## config.mk

```make
export PLATFORM = sky130hd
export DESIGN_NAME = alu_flag_core
export DESIGN_NICKNAME = d
export VERILOG_FILES = /design/src/rtl/alu_flag_pkg.sv /design/src/rtl/alu_addsub.sv /design/src/rtl/alu_flag_reg.sv /design/src/rtl/alu_cond_eval.sv /design/src/rtl/alu_flag_core.sv
export SDC_FILE = /design/constraint.sdc
export NUM_CORES = 1
export LEC_CHECK = 0
export BUFFER_PORTS_ARGS = -buffer_cell sky130_fd_sc_hd__buf_2
export CAP_MARGIN = 20
export CORE_MARGIN = 2
export CORE_UTILIZATION = 47
export CTS_BUF_LIST = sky130_fd_sc_hd__clkbuf_4
export DETAILED_ROUTE_END_ITERATION = 8
export PLACE_DENSITY = 0.77
export SYNTH_ARGS = -nofsm -noshare
export SYNTH_HDL_FRONTEND = slang
export SYNTH_SLANG_ARGS = --single-unit
```

## constraint.sdc

```tcl
create_clock -name clk -period 6 [get_ports clk]
set_input_delay 1.2 -clock clk [delete_from_list [all_inputs] [get_ports clk]]
set_output_delay 1.2 -clock clk [all_outputs]
set_load 0.05 [all_outputs]
```

## src/rtl/alu_flag_pkg.sv

```systemverilog
package alu_flag_pkg;

    typedef struct packed {
        logic n;
        logic z;
        logic c;
        logic v;
    } flags_t;

    typedef enum logic [3:0] {
        COND_ZSET   = 4'h0,
        COND_ZCLR   = 4'h1,
        COND_CSET   = 4'h2,
        COND_CCLR   = 4'h3,
        COND_NSET   = 4'h4,
        COND_NCLR   = 4'h5,
        COND_VSET   = 4'h6,
        COND_VCLR   = 4'h7,
        COND_UHI    = 4'h8,
        COND_ULS    = 4'h9,
        COND_SGE    = 4'hA,
        COND_SLT    = 4'hB,
        COND_SGT    = 4'hC,
        COND_SLE    = 4'hD,
        COND_ALWAYS = 4'hE,
        COND_ALT    = 4'hF
    } cond_e;

    localparam flags_t FLAGS_CLEAR = '{n: 1'b0, z: 1'b0, c: 1'b0, v: 1'b0};

endpackage

```

## src/rtl/alu_addsub.sv

```systemverilog
module alu_addsub
    import alu_flag_pkg::*;
#(
    parameter int DATA_W = 32
) (
    input  logic [DATA_W-1:0] a_i,
    input  logic [DATA_W-1:0] b_i,
    input  logic              sub_i,
    output logic [DATA_W-1:0] sum_o,
    output flags_t            flags_o
);

    localparam int MSB = DATA_W - 1;

    logic [DATA_W-1:0] b_eff;
    logic [DATA_W:0]   wide_sum;

    // Subtraction reuses the adder: a + ~b + 1.
    always_comb begin
        b_eff    = sub_i ? ~b_i : b_i;
        wide_sum = {1'b0, a_i} + {1'b0, b_eff} + {{DATA_W{1'b0}}, sub_i};
        sum_o    = wide_sum[MSB:0];
        flags_o.n = wide_sum[MSB];
        flags_o.z = ~|wide_sum[MSB:0];
        flags_o.c = wide_sum[DATA_W];
        flags_o.v = (a_i[MSB] == b_eff[MSB]) && (wide_sum[MSB] != a_i[MSB]);
    end

endmodule

```

## src/rtl/alu_flag_reg.sv

```systemverilog
module alu_flag_reg
    import alu_flag_pkg::*;
(
    input  logic   clk,
    input  logic   rst_n,
    input  logic   load_i,
    input  flags_t d_i,
    output flags_t q_o
);

    always_ff @(posedge clk or negedge rst_n) begin
        if (!rst_n) begin
            q_o <= FLAGS_CLEAR;
        end else if (load_i) begin
            q_o <= d_i;
        end
    end

endmodule

```

## src/rtl/alu_cond_eval.sv

```systemverilog
module alu_cond_eval
    import alu_flag_pkg::*;
(
    input  flags_t     flags_i,
    input  logic [3:0] code_i,
    output logic       pass_o
);

    cond_e code;
    logic  sign_ok;

    always_comb begin
        code    = cond_e'(code_i);
        sign_ok = (flags_i.n == flags_i.v);
        pass_o  = 1'b0;
        unique case (code)
            COND_ZSET:   pass_o = flags_i.z;
            COND_ZCLR:   pass_o = ~flags_i.z;
            COND_CSET:   pass_o = flags_i.c;
            COND_CCLR:   pass_o = ~flags_i.c;
            COND_NSET:   pass_o = flags_i.n;
            COND_NCLR:   pass_o = ~flags_i.n;
            COND_VSET:   pass_o = flags_i.v;
            COND_VCLR:   pass_o = ~flags_i.v;
            COND_UHI:    pass_o = flags_i.c & ~flags_i.z;
            COND_ULS:    pass_o = ~flags_i.c | flags_i.z;
            COND_SGE:    pass_o = sign_ok;
            COND_SLT:    pass_o = ~sign_ok;
            COND_SGT:    pass_o = ~flags_i.z & sign_ok;
            COND_SLE:    pass_o = flags_i.z | ~sign_ok;
            COND_ALWAYS: pass_o = 1'b1;
            COND_ALT:    pass_o = 1'b1;
        endcase
    end

endmodule

```

## src/rtl/alu_flag_core.sv

```systemverilog
module alu_flag_core
    import alu_flag_pkg::*;
#(
    parameter int DATA_W = 32
) (
    input  logic              clk,
    input  logic              rst_n,
    input  logic [DATA_W-1:0] opnd_a,
    input  logic [DATA_W-1:0] opnd_b,
    input  logic              op_sub,
    input  logic              set_flags,
    input  logic [3:0]        cond_code,
    output logic [DATA_W-1:0] result,
    output logic              flag_n,
    output logic              flag_z,
    output logic              flag_c,
    output logic              flag_v,
    output logic              cond_pass
);

    flags_t next_flags;
    flags_t held_flags;

    alu_addsub #(.DATA_W(DATA_W)) u_addsub (
        .a_i     (opnd_a),
        .b_i     (opnd_b),
        .sub_i   (op_sub),
        .sum_o   (result),
        .flags_o (next_flags)
    );

    alu_flag_reg u_flags (
        .clk    (clk),
        .rst_n  (rst_n),
        .load_i (set_flags),
        .d_i    (next_flags),
        .q_o    (held_flags)
    );

    alu_cond_eval u_cond (
        .flags_i (held_flags),
        .code_i  (cond_code),
        .pass_o  (cond_pass)
    );

    assign flag_n = held_flags.n;
    assign flag_z = held_flags.z;
    assign flag_c = held_flags.c;
    assign flag_v = held_flags.v;

endmodule

```

After elaboration in Yosys (flattened, before gate mapping). Cells that the tools add are included.

Add/subtract/negate cells: 2. Equal/unequal tests: 18. Muxes and demuxes: 2. Bitwise operators: 10. Reduce and logical (&&, ||, !) cells: 5.

Operator list (number): adder 32 x 32 -> 33 bit (1); adder 33 x 1 -> 33 bit (1); equality test 4 bit, second input constant (8); 2-to-1 mux 32 bit (1); inverter 32 bit (1); OR reduction 32 bit (1); equality test 4 x 3 -> 1 bit, second input constant (4); one-hot mux 1 bit (15 select lines) (1); equality test 4 x 2 -> 1 bit, second input constant (2); inverter 1 bit (5); equality test 4 x 1 -> 1 bit, second input constant (1); logical NOT 4 bit (1); AND 1 bit (2); equality test 1 bit (2); OR 1 bit (2); OR reduction 2 bit (1); logical AND 1 bit (1); logical NOT 1 bit (1); inequality test 1 bit (1).

Bits in registers: 4. Input port bits: 72. Output and inout bits: 37.

Depth between registers and ports, before layout. Gate-level depths: netlist of the first run.

Word-level depth: 6. Mapped depth: 14. Mapped depth without buffers: 12.

Modules after synthesis. From an unflattened synthesis of the first run, not the netlist that was laid out.

Cells, all modules: 350. Area total of the unflattened synthesis: 2567.5 um^2.

Modules (own cells, without submodules): alu_addsub (times used 1, cells an instance 313, area each 2220.9 um^2); alu_cond_eval (times used 1, cells an instance 29, area each 201.4 um^2); alu_flag_reg (times used 1, cells an instance 8, area each 145.1 um^2).

Least setup slack after synthesis of the first run. Ideal clock, no wire load.

Kind: in2out. Start point: input op_sub. End point: output result[26]. Arrival: 4.746 ns. Required time: 4.800 ns. Slack: 0.054 ns. Cell stages on the path: 10. Path buffers: 2. Cell sequence: buf_2 buf_1 xor2_1 ha_1 nand2_1 nor4_1 a22o_2 nor3_1 a221o_1 a211oi_1.

Cells in the longest elaborated chain, start to end: 3.

RTL lines: from (decl) (line alu_flag_core.sv:10) `input logic op_sub,`; 2-to-1 mux 32 bit (line alu_addsub.sv:20) `b_eff = sub_i ? ~b_i : b_i;`; adder 32 x 32 -> 33 bit (line alu_addsub.sv:21) `wide_sum = {1'b0, a_i} + {1'b0, b_eff} + {{DATA_W{1'b0}}, sub_i};`; adder 33 x 1 -> 33 bit * (line alu_addsub.sv:21); to (decl) (line alu_flag_core.sv:13) `output logic [DATA_W-1:0] result,`.

Mark *: on every way between the ends. The rest lies on a longest branch, timed or not.

Worst setup path in the final report of the first run. Ends and elaborated chain as after synthesis.

==> results of run 1 <==
-- power groups by stage --
stage	combinational (mW)	sequential, mW	clock, mW
after floorplan	0.610	0.0550	0
after CTS	0.805	0.0388	0.0352
after global placement	0.793	0.0388	0
final	0.809	0.0387	0.0347
after detailed placement	0.801	0.0391	0
after global routing	0.871	0.0396	0.0357
-- metal layers --
layer | global-route usage [%] | vias up | share of wire, %
met5 | 0 | - | 0
met4 | 6.27 | 0 | 1.9
met3 | 1.33 | 12 | 4.6
met2 | 44.3 | 108 | 49
met1 | 31.7 | 1521 | 44
li1 | - | 1674 | -
-- metrics by stage --
stage          power (mW)  hold WS (ns)  setup slack [ns]
3_3_place_gp        0.832         0.538             0.642
2_1_floorplan       0.665         0.769            0.0536
4_1_cts             0.879         0.548             0.514
3_5_place_dp        0.841         0.541             0.523
5_1_grt             0.946         0.575             0.261
6_report            0.882         0.554             0.457
-- worst paths after layout --
path                           startpoint  slack (ns)        endpoint  cells past startpoint
max                                op_sub        0.46      result[26]                     11
min                        u_flags.q_o[0]        0.55  u_flags.q_o[0]                      2
max reg2reg                u_flags.q_o[3]        5.18  u_flags.q_o[3]                      1
min reg2reg                u_flags.q_o[0]        0.55  u_flags.q_o[0]                      2
max in group asynchronous           rst_n        5.11  u_flags.q_o[1]                      1
min in group asynchronous           rst_n        0.76  u_flags.q_o[2]                      1
-- kinds of logic after synthesis --
family | Yosys count | synth area share, %
multiplexers | 2 | 1.20
XOR/XNOR | 53 | 16.5
buffers and inverters | 26 | 4.06
adder cells (fa/ha/maj) | 35 | 15.9
AND/OR/NAND/NOR | 141 | 25.9
flip-flops | 4 | 3.57
AO/OA/AOI/OAI | 128 | 32.9
-- cell usage in the layout, fill, tap and decap left out, types with 12 or more instances in the layout --
master | synthesis | layout
sky130_fd_sc_hd__xor2_1 | 41 | 41
sky130_fd_sc_hd__buf_2 | 4 | 108
sky130_fd_sc_hd__inv_1 | 12 | 12
sky130_fd_sc_hd__nor3_1 | 12 | 12
sky130_fd_sc_hd__a21o_1 | 14 | 14
sky130_fd_sc_hd__xnor2_1 | 12 | 12
sky130_fd_sc_hd__o21ai_0 | 18 | 18
sky130_fd_sc_hd__a21oi_1 | 34 | 34
sky130_fd_sc_hd__ha_1 | 34 | 34
sky130_fd_sc_hd__nor2_1 | 35 | 35
sky130_fd_sc_hd__nand2_1 | 34 | 34
-- cell type report --
cell class	instances	area [sq um]	area share, %
clock buffer	3	22.5	0.656
multi-input combinational	359	2590	75.6
tap	75	93.8	2.74
timing repair buffer	111	576	16.8
inverter	12	45.0	1.31
sequential	4	100	2.92
==> reports/summary.txt, run 1 <==
RUN STATUS
---------------------------------------------------------------------------------
Run status ......................................................... finished clean

FLOORPLAN
---------------------------------------------------------------------------------
Height of the die .................................................. 81.3 microns
Core Area .......................................................... 0.00585 sq mm
Effective utilization at floorplan .................................        48.0%
I/O pin total ......................................................          109
Die X-Extent ....................................................... 81.3 microns
Die ar. ............................................................ 0.00661 sq mm
Number of standard-cell rows in the floorplan ......................           28

TIMING
---------------------------------------------------------------------------------
Tightest Pin Transition ............................................     0.635 ns
Min Tclk post-route ................................................      5.54 ns
Rel. slew slack ....................................................        57.2%
Setup repair after global routing missed its margin ................           no
Max Fclk ...........................................................      180 MHz
Fin crit share .....................................................        92.4%
Final max-slew violation count .....................................            0
Total Negative Setup Slacks ........................................         0 ns
Post-route clock skew ..............................................         0 ns
Final setup fails ..................................................            0
Total count of hold-check failures in the final report .............            0

CLOCK TREE
---------------------------------------------------------------------------------
Clock Path Buffers .................................................            2
Clock network latency to the later pin of the worst-skew pair ......      0.24 ns
CTS hold repair buffers ............................................            0
Htree depth ........................................................            1
Setup Buffers After CTS ............................................            0
CTS tree ...........................................................        built
Clock root buffer master ........................................... sky130_fd_sc_hd__clkbuf_4
CTS resizes ........................................................            0
Clock sink total ...................................................            4
Register clock-pin slew on the reported worst setup and hold paths .      0.03 ns
CTS Buf Count ......................................................            3

WORST SETUP PATH
---------------------------------------------------------------------------------
Data required time at the worst endpoint ...........................      4.80 ns
Peak fanout along the critical path ................................           18
Setup crit end kind ................................................   output pin
Critical path, cell by cell ........................................ buf_2 > buf_12 > xor2_1 > ha_1 > nand2_1 > nor4_1 > a22o_2 > nor3_1 > a221o_1 > a211oi_1 > buf_2
Buf+Inv Stages, Crit Path ..........................................            3
Worst setup path category ..........................................    in -> out
Cell type of the slowest stage on the worst timing path ............ sky130_fd_sc_hd__nor4_1
Most repeated library cell on the critical path .................... sky130_fd_sc_hd__buf_2
Startpoint kind of the worst setup timing path ..................... primary input
Cell family with most CP delay ..................................... compound AO/OA/AOI/OAI gates
Worst path arrival time ............................................      4.34 ns
Largest stage delay on the critical path ...........................      0.55 ns

FINAL LAYOUT
---------------------------------------------------------------------------------
Post-Layout Cell Count .............................................          564
Largest register by flop count .....................................  u_flags.q_o
Largest registers ranked by flip-flop count ........................ u_flags.q_o (4)
Area of all placed cells without fillers ........................... 0.00343 sq mm
Net count reported at finish .......................................          598
Layout-stage area growth over the synthesis result .................        22.2%
# fillers ..........................................................          597
Number of antenna repair diodes ....................................            0
Flip-flop count of the largest register after layout ...............            4
Final standard cell utilization of the core ........................        58.6%
Share of cells above drive strength 1 ..............................        27.2%

PLACE
---------------------------------------------------------------------------------
Placer's final routability congestion estimate .....................        0.937
Number of I/O port buffers .........................................          108
Estimated wirelength of the detail-placed design ...................      7.02 mm
Cell area after placement .......................................... 0.00341 sq mm
Cell Count Post-Placement ..........................................          561

LOGIC SYNTHESIS
---------------------------------------------------------------------------------
Seq/Total Area, Yosys ..............................................        3.57%
Number of nets in the synthesized netlist ..........................          496
Syn Std Cell Area .................................................. 0.00281 sq mm
Ranking of synthesized cells by instance count ..................... 41 x sky130_fd_sc_hd__xor2_1, 35 x sky130_fd_sc_hd__nor2_1, 34 x sky130_fd_sc_hd__a21oi_1, 34 x sky130_fd_sc_hd__ha_1, 34 x sky130_fd_sc_hd__nand2_1
Unique masters post-synth ..........................................           75
Top area cells in the synthesized netlist .......................... sky130_fd_sc_hd__ha_1 15%, sky130_fd_sc_hd__xor2_1 13%, sky130_fd_sc_hd__a21oi_1 6.1%
Count of flip-flops with a built-in enable after synthesis .........            0
Total of warnings raised by yosys ..................................            0
Prevailing post-synth register cell ................................ sky130_fd_sc_hd__dfrtp_1
Mapped Cells .......................................................          389
Flop and latch count out of synthesis ..............................            4
Mean post-synth cell area ..........................................   7.22 sq um
Dominant cell by count in the synthesized netlist .................. sky130_fd_sc_hd__xor2_1
Area share of the largest cell type after synthesis ................        15.2%
Share of synthesized flip-flops with an asynchronous set or reset ..         100%
Cell taking the most area after synthesis .......................... sky130_fd_sc_hd__ha_1

GLOBAL ROUTE
---------------------------------------------------------------------------------
Wire length of the first global-routing pass .......................      13.3 mm
Global-route usage over all layers .................................        24.6%
Antenna violations before repair ...................................            0
Remaining Overflow, GRT ............................................            0
Number of global-route vias before repair ..........................         2983
Largest net degree at the start of global routing ..................           19

POWER
---------------------------------------------------------------------------------
Maximum vdd drop ...................................................     0.176 mV
Sequential share of power ..........................................         4.4%
Leakage power summed over all cells ................................      1.61 nW
Internal cell power ................................................       295 uW
Switch share .......................................................        66.5%
Net switching power ................................................       587 uW
Share of power burned in combinational logic .......................        91.7%
Cell Pwr Density ...................................................  257 mW/mm^2
Share of power burned in the clock network .........................         3.9%

ROUTE
---------------------------------------------------------------------------------
Number of vias in the routed layout ................................         3315
Via-to-Cell Ratio ..................................................         5.88
DRT antenna net count ..............................................            0
Per-cell routed wire length ........................................ 14.7 microns
Residual DRC .......................................................            0
Detailed-routing iteration count for the pre-antenna-repair pass ...            4
Initial detailed-routing violation count ...........................          106
Total Wirelength ...................................................      8.28 mm

JOB
---------------------------------------------------------------------------------
Number of violations of the max-capacitance limit ..................            0

WORST HOLD PATH
---------------------------------------------------------------------------------
Hold/Removal Path Class ............................................   reg -> reg

(Power assumes the default switching activity.)
==> inputs of run 2 (changes only) <==
Settings changed: PLACE_DENSITY 0.77 to 0.79, SYNTH_HIERARCHICAL set to 1.
==> reports/summary.txt, run 2 <==
ROUTE
---------------------------------------------------------------------------------
Detailed-routing iteration count for the pre-antenna-repair pass ...            4
Residual DRC .......................................................            0
Initial detailed-routing violation count ...........................          141
Per-cell routed wire length ........................................ 14.2 microns
DRT antenna net count ..............................................            0
Number of vias in the routed layout ................................         3004
Via-to-Cell Ratio ..................................................         5.73
Total Wirelength ...................................................      7.42 mm

LOGIC SYNTHESIS
---------------------------------------------------------------------------------
Syn Std Cell Area .................................................. 0.00257 sq mm
Unique masters post-synth ..........................................           66
Ranking of synthesized cells by instance count ..................... 40 x sky130_fd_sc_hd__xor2_1, 34 x sky130_fd_sc_hd__ha_1, 32 x sky130_fd_sc_hd__a21oi_1
Count of flip-flops with a built-in enable after synthesis .........            0
Seq/Total Area, Yosys ..............................................        3.90%
Top area cells in the synthesized netlist .......................... sky130_fd_sc_hd__ha_1 17%, sky130_fd_sc_hd__xor2_1 14%, sky130_fd_sc_hd__xnor2_1 7.2%
Dominant cell by count in the synthesized netlist .................. sky130_fd_sc_hd__xor2_1
Mapped Cells .......................................................          350
Prevailing post-synth register cell ................................ sky130_fd_sc_hd__dfrtp_1
Cell taking the most area after synthesis .......................... sky130_fd_sc_hd__ha_1
Flop and latch count out of synthesis ..............................            4
Number of nets in the synthesized netlist ..........................          457
Total of warnings raised by yosys ..................................            6
Mean post-synth cell area ..........................................   7.34 sq um
Area share of the largest cell type after synthesis ................        16.6%
Share of synthesized flip-flops with an asynchronous set or reset ..         100%

CLOCK TREE
---------------------------------------------------------------------------------
CTS tree ...........................................................        built
Clock Path Buffers .................................................            2
Clock network latency to the later pin of the worst-skew pair ......      0.23 ns
Clock root buffer master ........................................... sky130_fd_sc_hd__clkbuf_4
CTS Buf Count ......................................................            3
Setup Buffers After CTS ............................................            0
CTS resizes ........................................................            0
CTS hold repair buffers ............................................            0
Htree depth ........................................................            1
Register clock-pin slew on the reported worst setup and hold paths .      0.04 ns
Clock sink total ...................................................            4

TIMING
---------------------------------------------------------------------------------
Fin crit share .....................................................        94.7%
Total Negative Setup Slacks ........................................         0 ns
Tightest Pin Transition ............................................     0.546 ns
Final max-slew violation count .....................................            0
Rel. slew slack ....................................................        63.2%
Post-route clock skew ..............................................         0 ns
Setup repair after global routing missed its margin ................           no
Final setup fails ..................................................            0
Min Tclk post-route ................................................      5.68 ns
Max Fclk ...........................................................      176 MHz
Total count of hold-check failures in the final report .............            0

GLOBAL ROUTE
---------------------------------------------------------------------------------
Wire length of the first global-routing pass .......................      12.3 mm
Remaining Overflow, GRT ............................................            0
Largest net degree at the start of global routing ..................           20
Antenna violations before repair ...................................            0
Number of global-route vias before repair ..........................         2851
Global-route usage over all layers .................................        24.1%

WORST SETUP PATH
---------------------------------------------------------------------------------
Startpoint kind of the worst setup timing path ..................... primary input
Cell type of the slowest stage on the worst timing path ............ sky130_fd_sc_hd__or4_1
Launching instance or port of the critical path ....................       op_sub
FF-to-FF Start ..................................................... u_flags/q_o[3]
Peak fanout along the critical path ................................           19
Largest stage delay on the critical path ...........................      0.48 ns
Data required time at the worst endpoint ...........................      4.80 ns
Critical path, cell by cell ........................................ buf_2 > buf_12 > xor2_1 > ha_1 > and2_1 > a21o_1 > a211oi_1 > o21ai_0 > or4_1 > a31o_2 > a21oi_1 > xnor2_1 > buf_2
Worst path arrival time ............................................      4.48 ns
Most repeated library cell on the critical path .................... sky130_fd_sc_hd__buf_2
Setup crit end kind ................................................   output pin
Worst setup path category ..........................................    in -> out

FLOORPLAN
---------------------------------------------------------------------------------
Die ar. ............................................................ 0.00607 sq mm
Number of standard-cell rows in the floorplan ......................           26
Effective utilization at floorplan .................................        49.3%
Height of the die .................................................. 77.9 microns
Core Area .......................................................... 0.00520 sq mm
Die X-Extent ....................................................... 77.9 microns
I/O pin total ......................................................          109

FINAL LAYOUT
---------------------------------------------------------------------------------
Most common cell after layout, fill and taps aside ................. sky130_fd_sc_hd__buf_2
Largest register by flop count .....................................  u_flags/q_o
Commonest cells after routing, fill and taps aside ................. 108 x sky130_fd_sc_hd__buf_2, 40 x sky130_fd_sc_hd__xor2_1, 34 x sky130_fd_sc_hd__ha_1
Share of cells above drive strength 1 ..............................        29.7%
Net count reported at finish .......................................          563
Flip-flop count of the largest register after layout ...............            4
Area of all placed cells without fillers ........................... 0.00320 sq mm
Final standard cell utilization of the core ........................        61.5%
Layout-stage area growth over the synthesis result .................        24.7%
Largest registers ranked by flip-flop count ........................ u_flags/q_o (4)
Number of antenna repair diodes ....................................            0

PLACE
---------------------------------------------------------------------------------
Number of I/O port buffers .........................................          108
Estimated wirelength of the detail-placed design ...................      6.38 mm
Cell area after placement .......................................... 0.00318 sq mm
Placer's final routability congestion estimate .....................        0.953

WORST HOLD PATH
---------------------------------------------------------------------------------
Origin of the worst min-delay path ................................. u_flags/q_o[0]
Hold/Removal Path Class ............................................   reg -> reg

POWER
---------------------------------------------------------------------------------
Cell Pwr Density ...................................................  269 mW/mm^2
Maximum vdd drop ...................................................     0.199 mV
Leakage power summed over all cells ................................      1.59 nW

JOB
---------------------------------------------------------------------------------
Number of violations of the max-capacitance limit ..................            0

RUN STATUS
---------------------------------------------------------------------------------
Run status ......................................................... finished clean

==> run 2: cell types whose count changed after synthesis, sizes merged, moves of 6 or more <==
cell / delta
xnor2: +9
a211oi: -6
nand2: -8
nor3: -8
nor4: -6
nor2: -11
==> run 2: cells by family (layout without fill, tap and decap cells) <==
family                   Yosys count  after routing  share of synthesized area [%]
XOR/XNOR                          61             61                           20.8
AND/OR/NAND/NOR                  109            109                           22.4
adder cells (fa/ha/maj)           35             35                           17.3
multiplexers                       5              5                           2.14
flip-flops                         4              4                           3.90
buffers and inverters             25            129                           4.24
AO/OA/AOI/OAI                    111            111                           29.1
==> run 2: critical path, delay by kind of cell <==
kind | cells | cell delay [ns]
fa+ha+maj | 1 | 0.30
buf+inv | 3 | 0.84
compound gates | 5 | 1.00
xor+xnor | 2 | 0.42
simple gates | 2 | 0.68
==> run 2: report_power, final <==
| part | internal (mW) | switching (mW) | total, mW |
|---|---|---|---|
| registers | 0.0331 | 0.0104 | 0.0435 |
| logic | 0.239 | 0.547 | 0.786 |
| clock network | 0.0223 | 0.0105 | 0.0329 |
| total | 0.294 | 0.568 | 0.862 |
==> run 2: final cells by class <==
class | count | area, sq um
flip-flops and latches | 4 | 100
fillers | 530 | 2000
clock buffers | 3 | 22.5
repair buffers | 111 | 576
inverters | 15 | 56.3
multi-input cells | 321 | 2360
well taps | 70 | 87.6
==> run 2: per-layer routing <==
metal	GRT usage [%]	vias to the layer above	part of all wire, %
met4	5.96	0	0.89
met2	43.0	95	49
met1	30.9	1378	44
met5	0	-	0
met3	2.44	10	6.4
li1	-	1521	-
==> run 2: path summary, 6_finish.rpt <==
| kind | end | slack (ns) | cells after the start |
|---|---|---|---|
| max | result[29] | 0.32 | 13 |
| min | u_flags/q_o[0] | 0.61 | 1 |
| max reg2reg | u_flags/q_o[3] | 5.15 | 1 |
| min reg2reg | u_flags/q_o[0] | 0.61 | 1 |
| max in group asynchronous | u_flags/q_o[0] | 5.11 | 1 |
| min in group asynchronous | u_flags/q_o[2] | 0.77 | 1 |
==> run 2: through the flow <==
stage | setup WS (ns) | power [mW] | cells | hold WS, ns
3_3_place_gp | 0.465 | 0.815 | 521 | 0.574
2_1_floorplan | 0.0719 | 0.650 | 350 | 0.904
5_1_grt | 0.0219 | 0.922 | 524 | 0.638
6_report | 0.320 | 0.862 | 524 | 0.612
3_5_place_dp | 0.336 | 0.823 | 521 | 0.605
4_1_cts | 0.340 | 0.860 | 524 | 0.613
